==> config.mk <==
export PLATFORM = sky130hd
export DESIGN_NAME = dep_token_hub
export DESIGN_NICKNAME = d
export VERILOG_FILES = /design/src/rtl/dep_pkg.sv /design/src/rtl/tok_counter.sv /design/src/rtl/issue_gate.sv /design/src/rtl/dep_token_hub.sv
export SDC_FILE = /design/constraint.sdc
export NUM_CORES = 1
export LEC_CHECK = 0
export CORE_ASPECT_RATIO = 1.5
export CORE_UTILIZATION = 40
export CTS_BUF_LIST = sky130_fd_sc_hd__clkbuf_8
export CTS_CLUSTER_DIAMETER = 150
export DETAILED_ROUTE_END_ITERATION = 8
export PLACE_DENSITY = 0.7
export SYNTH_ARGS = -nofsm -noshare
export SYNTH_HDL_FRONTEND = slang
export SYNTH_HIERARCHICAL = 1
export SYNTH_SLANG_ARGS = --single-unit
==> constraint.sdc <==
create_clock -name clk -period 2.8 [get_ports clk]
set_input_delay 0.28 -clock clk [delete_from_list [all_inputs] [get_ports clk]]
set_output_delay 0.28 -clock clk [all_outputs]
set_load 0.02 [all_outputs]
==> src/rtl/dep_pkg.sv <==
package dep_pkg;
  localparam int NQ = 4;
  localparam int NS = 3;
  // queue indices: also the field order of the level port
  localparam int Q_L2C = 0;
  localparam int Q_C2L = 1;
  localparam int Q_C2S = 2;
  localparam int Q_S2C = 3;
  // stage indices
  localparam int S_LD = 0;
  localparam int S_EX = 1;
  localparam int S_ST = 2;
endpackage

==> src/rtl/tok_counter.sv <==
module tok_counter #(
  parameter int DEPTH = 8,
  localparam int CW = $clog2(DEPTH + 1)
) (
  input  logic          clk,
  input  logic          rst,
  input  logic          push,
  input  logic          pop,
  output logic [CW-1:0] count,
  output logic          nonempty,
  output logic          ovf_hit
);
  localparam logic [CW-1:0] FULL = CW'(DEPTH);

  logic full;
  assign full     = (count == FULL);
  assign nonempty = (count != '0);
  assign ovf_hit  = push && !pop && full;

  always_ff @(posedge clk) begin
    if (rst) begin
      count <= '0;
    end else if (push && !pop && !full) begin
      count <= count + 1'b1;
    end else if (pop && !push && nonempty) begin
      count <= count - 1'b1;
    end
  end
endmodule

==> src/rtl/issue_gate.sv <==
module issue_gate #(
  parameter int NQ = 4
) (
  input  logic          req,
  input  logic [NQ-1:0] need,
  input  logic [NQ-1:0] avail,
  output logic          go,
  output logic [NQ-1:0] take
);
  logic missing;
  assign missing = |(need & ~avail);
  assign go      = req && !missing;
  assign take    = go ? need : '0;
endmodule

==> src/rtl/dep_token_hub.sv <==
module dep_token_hub
  import dep_pkg::*;
#(
  parameter int DEPTH = 8,
  localparam int CW = $clog2(DEPTH + 1)
) (
  input  logic            clk,
  input  logic            rst,
  input  logic            ld_req,
  input  logic            ld_wait_ex,
  input  logic            ld_done_push,
  input  logic            ex_req,
  input  logic            ex_wait_ld,
  input  logic            ex_wait_st,
  input  logic            ex_free_ld,
  input  logic            ex_feed_st,
  input  logic            st_req,
  input  logic            st_wait_ex,
  input  logic            st_free_ex,
  output logic            ld_go,
  output logic            ex_go,
  output logic            st_go,
  output logic [NQ*CW-1:0] level,
  output logic            overflow
);
  logic [NQ-1:0] push, pop, avail, ovf_hit;
  logic [NS-1:0] req, go;
  logic [NQ-1:0] need [NS];
  logic [NQ-1:0] take [NS];

  always_comb begin
    push        = '0;
    push[Q_L2C] = ld_done_push;
    push[Q_C2L] = ex_free_ld;
    push[Q_C2S] = ex_feed_st;
    push[Q_S2C] = st_free_ex;
  end

  always_comb begin
    req       = '0;
    req[S_LD] = ld_req;
    req[S_EX] = ex_req;
    req[S_ST] = st_req;
    for (int s = 0; s < NS; s++) need[s] = '0;
    need[S_LD][Q_C2L] = ld_wait_ex;
    need[S_EX][Q_L2C] = ex_wait_ld;
    need[S_EX][Q_S2C] = ex_wait_st;
    need[S_ST][Q_C2S] = st_wait_ex;
  end

  for (genvar s = 0; s < NS; s++) begin : g_gate
    issue_gate #(.NQ(NQ)) u_gate (
      .req  (req[s]),
      .need (need[s]),
      .avail(avail),
      .go   (go[s]),
      .take (take[s])
    );
  end

  always_comb begin
    pop = '0;
    for (int s = 0; s < NS; s++) pop = pop | take[s];
  end

  for (genvar q = 0; q < NQ; q++) begin : g_queue
    tok_counter #(.DEPTH(DEPTH)) u_cnt (
      .clk     (clk),
      .rst     (rst),
      .push    (push[q]),
      .pop     (pop[q]),
      .count   (level[q*CW +: CW]),
      .nonempty(avail[q]),
      .ovf_hit (ovf_hit[q])
    );
  end

  always_ff @(posedge clk) begin
    if (rst)           overflow <= 1'b0;
    else if (|ovf_hit) overflow <= 1'b1;
  end

  assign ld_go = go[S_LD];
  assign ex_go = go[S_EX];
  assign st_go = go[S_ST];
endmodule

Yosys cells after proc, flatten, opt, wreduce, memory -nomap -nowiden
Cells that the tools add are included.

Register bits after elaboration: 17. Latch bits: 0. Bits in writable memories: 0. Bits in read-only memories: 0. Logic and storage cells: 84. Memories: 0.

$add $sub $neg: 8. $mul: 0. Div/mod/pow operators: 0. $lt $le $gt $ge: 0. Equal/unequal tests: 4. Shift-type cells: 0. Muxes and demuxes: 11. Bitwise operators: 6. Reductions and logical operators: 50.

Operators with widths (count): 2-to-1 mux 4 bit (9); logical AND 1 bit (23); adder 4 x 1 -> 4 bit, second input constant (4); equality test 4 bit, second input constant (4); nonzero test 4 bit (4); OR reduction 4 bit (4); subtractor 4 x 1 -> 4 bit, second input constant (4); zero test 1 bit (15); OR 4 bit (2); nonzero test 2 bit (4); bitwise AND 2 x 4 -> 4 bit (1); bitwise AND 3 x 4 -> 4 bit (1); bitwise AND 4 bit (1); inverter 4 bit (1); 2-to-1 mux 3 bit (1); 2-to-1 mux 2 bit (1).

Logic depth before layout (Yosys ltp)
Gate-level depths: netlist of the first run.

Word-level depth: 13. Depth in mapped cells: 13.

Cells and area by module
Netlist of the first run, hierarchy kept.

Modules (own cells, without submodules): tok_counter (instances 4, cells each 31, area each 287.8 µm², seq. area each 80.1 µm²); issue_gate (instances 3, cells each 14, area each 90.1 µm², seq. area each 0.0 µm²); dep_token_hub (instances 1, cells each 9, area each 62.6 µm², seq. area each 20.0 µm²).

Worst setup path after synthesis of the first run
No wires, ideal clock.

Path type: reg-to-reg. From: register g_queue[0].u_cnt.count[0]. To: register g_queue[0].u_cnt.count[3]. Arrival time: 3.052 ns. Required time: 2.735 ns. Setup slack: -0.316 ns. Stages on the path, launching flop included: 14. Path buffers: 0. Clock period less this slack: 3.116 ns. Path through: dfxtp_1 -> nor3_2 -> or2b_1 -> nand2b_2 -> o2111ai_4 -> nor2_1 -> or3_1 -> nand2b_1 -> nand2b_1 -> ha_1 -> a21o_2 -> a21oi_1 -> mux4_2 -> nor2_1.

RTL lines: start: declaration (line tok_counter.sv:9) `output logic [CW-1:0] count,`; start signal: assignment (line tok_counter.sv:24) `count <= count + 1'b1;`; start signal: assignment (line tok_counter.sv:26) `count <= count - 1'b1;`.

==> results.ini, run 1 <==
[layout]
area_delta_synth_final_pct=68.0
fin_util=0.716
fin_nets=289
drive_gt1_frac=0.395
final_common_cell=buf_4
layout_common_cells=buf_4 (37), nor2_1 (32), clkdlybuf4s50_1 (32)
antenna-diode-count=0

[worst_hold_path]
hold_path.class=flop to flop
min_path_cells=2
min-delay-start=overflow$_SDFFE_PP0P_
hold_end=overflow$_SDFFE_PP0P_

[global_routing]
grt_pass1_vias=1553
antenna_found_initial=0
grt_use_total=0.221
grt_first_pass_wirelength_microns=6740
grt_max_degree=18
gr-total-overflow=0

[worst_setup_path]
reg2reg_depth=12
timing.reg2reg.setup_slack_ns=0.001
cp_data_required_time_ns=2.97
crit_start=g_queue[2].u_cnt/count[1]$_SDFFE_PP0P_
worst_setup_path_end_kind=flop
r2r_end=g_queue[2].u_cnt/count[3]$_SDFFE_PP0P_
crit_path_max_fanout=4
r2r-start=g_queue[2].u_cnt/count[1]$_SDFFE_PP0P_
critPathKind=flop to flop
critical_path_arrival_ns=2.97
worstSetupStartpointType=flop

[pwr]
ir_worst_vdd_v=0.000641
leakage_nw=1.03
cellPowerDensity_nw_per_um2=1130

[logic_synthesis]
ys_seq_area_frac=0.229
ys_seq_elements=17
netlist_instances=175
synth_cell_types=21
ys_warn_count=6
netlist_area_sq_um=1480
syn_area_per_cell_sq_um=8.48

[timing]
max_freq_ghz=0.357
worstMarginPinSlew_ns=0.698
finalWorstSetupSlack_ns=0.00140
min_period_over_period=1.00
rsz0062_at_grt=true
drv_slew=0
min_period_ns=2.80
relSlewSlack=0.533
final_hold_viol_count=0
setup_viol=0
skew_ns=0.00574

[drt]
wl_per_cell_microns=13.3
dr_total_vias=1514
drt_iter0_drc=21
drc=0
wl_microns=4070
vias_per_cell=4.96
ant_nets=0
firstDrtPassIters=4

[clock_network]
clk_latency_ns=0.25
clkSinkCount=17
h-tree-depth=1
cts_buffers=3
clk_pin_slew_ns=0.06
clock_path_buffers=2
hold_buffers=0
cts_root_buf=clkbuf_8
cts_tree=done

[placed_design]
place_ws_ns=-0.0792
hpwlAfterDp_microns=3150
port-buffer-count=32
gp_congestion=0.789

[job]
maxCapViolations=0

[die]
rows=26
start_util=0.426
die_h_microns=76.6
io_pins=33
die-area_sq_um=3960
coreArea_sq_um=3480
fp.dieW_microns=51.7

[run_status]
status=completed

-- synthesized netlist by cell type, drive strengths merged --
cell type | number | area [sq um]
a211oi | 4 | 30.0
or3 | 4 | 25.0
nor2 | 33 | 124
or2b | 4 | 30.0
mux4 | 4 | 90.1
nand2b | 21 | 139
o2111ai | 3 | 78.8
nor2b | 3 | 26.3
fa | 4 | 80.1
xnor2 | 16 | 140
a21o | 4 | 35.0
nand2 | 24 | 90.1
and2b | 4 | 30.0
inv | 3 | 11.3
conb | 1 | 3.75
ha | 8 | 100
nor3 | 5 | 45.0
a21oi | 13 | 65.1
dfxtp | 17 | 340
-- stage by stage --
stage / hold WS (ns) / area [sq um] / setup TNS (ns) / total power, mW / instances
2_1_floorplan: 0.339 / 1720 / -0.0224 / 1.75 / 190
3_3_place_gp: 0.534 / 2300 / -0.0612 / 2.36 / 292
3_5_place_dp: 0.551 / 2300 / -0.183 / 2.43 / 292
4_1_cts: 0.566 / 2410 / 0 / 2.73 / 301
5_1_grt: 0.587 / 2490 / -0.458 / 3.03 / 305
6_report: 0.564 / 2490 / 0 / 2.81 / 305
-- layer usage --
metal / wire length [microns] / global-route usage / up-vias
li1: - / - / 750
met3: 80 / 0.0259 / 5
met1: 1530 / 0.240 / 731
met2: 2410 / 0.425 / 28
met4: 47 / 0.0568 / 0
met5: 0 / 0 / -
-- kinds of logic after synthesis --
| family | synth area share |
|---|---|
| AND/OR/NAND/NOR | 0.343 |
| AO/OA/AOI/OAI | 0.141 |
| flip-flops | 0.229 |
| XOR/XNOR | 0.0944 |
| adder cells (fa/ha/maj) | 0.121 |
| multiplexers | 0.0607 |
| buffers and inverters | 0.00759 |
| other | 0.00253 |
-- state kept, by name, summed over array words and instances (netlist names) --
signal and flops:
overflow 1, g_queue.u_cnt/count 16
-- worst max-delay path, stage by stage (launching register included) --
cell and delay, ns:
dfxtp_4 0.35, nor3_4 0.19, or2b_4 0.30, o2111ai_4 0.20
nor2_1 0.07, or3_4 0.34, nand2b_4 0.16, nand2b_4 0.17
ha_4 0.21, a21o_2 0.19, a21oi_2 0.13, mux4_2 0.30
nor2_1 0.11
-- cell type report --
class,count,area [sq um]
tap,42,52.6
clock buffer,3,41.3
fill,254,987
timing repair buffer,69,598
clock inverter,1,3.75
sequential,17,365
multi-input combinational,170,1420
inverter,3,11.3
-- timing repair --
item                                    in CTS  in global routing
pin swaps                                   14                 16
buffers inserted                             5                  4
gates resized for setup                      2                  7
endpoints found under the setup margin       4                  6
-- power by group --
group          internal, mW  switching [mW]  total [mW]  leakage [nW]
combinational          1.21           0.972        2.18         0.856
sequential            0.352          0.0985       0.451         0.145
clock                0.0974          0.0864       0.184        0.0269
-- worst max-delay path by stage --
| stage | slack (ns) | endpoint | depth (start not counted) |
|---|---|---|---|
| 5_1_grt | -0.1 | g_queue[0].u_cnt/count[3]$_SDFFE_PP0P_ | 13 |
| 2_1_floorplan | -0.02 | g_queue[2].u_cnt/count[3]$_SDFFE_PP0P_ | 12 |
| 3_5_place_dp | -0.08 | g_queue[2].u_cnt/count[3]$_SDFFE_PP0P_ | 12 |
| 6_report | 0.001 | g_queue[2].u_cnt/count[3]$_SDFFE_PP0P_ | 12 |
| 3_3_place_gp | -0.05 | g_queue[0].u_cnt/count[3]$_SDFFE_PP0P_ | 13 |
| 4_1_cts | 0.003 | g_queue[0].u_cnt/count[3]$_SDFFE_PP0P_ | 13 |
(Power assumes the default switching activity.)
==> run 2: changes to the inputs <==
Settings changed: CTS_CLUSTER_DIAMETER 150 to default.
==> results of run 2 <==
The final DEF is identical to that of run 1; final timing and power are the same.
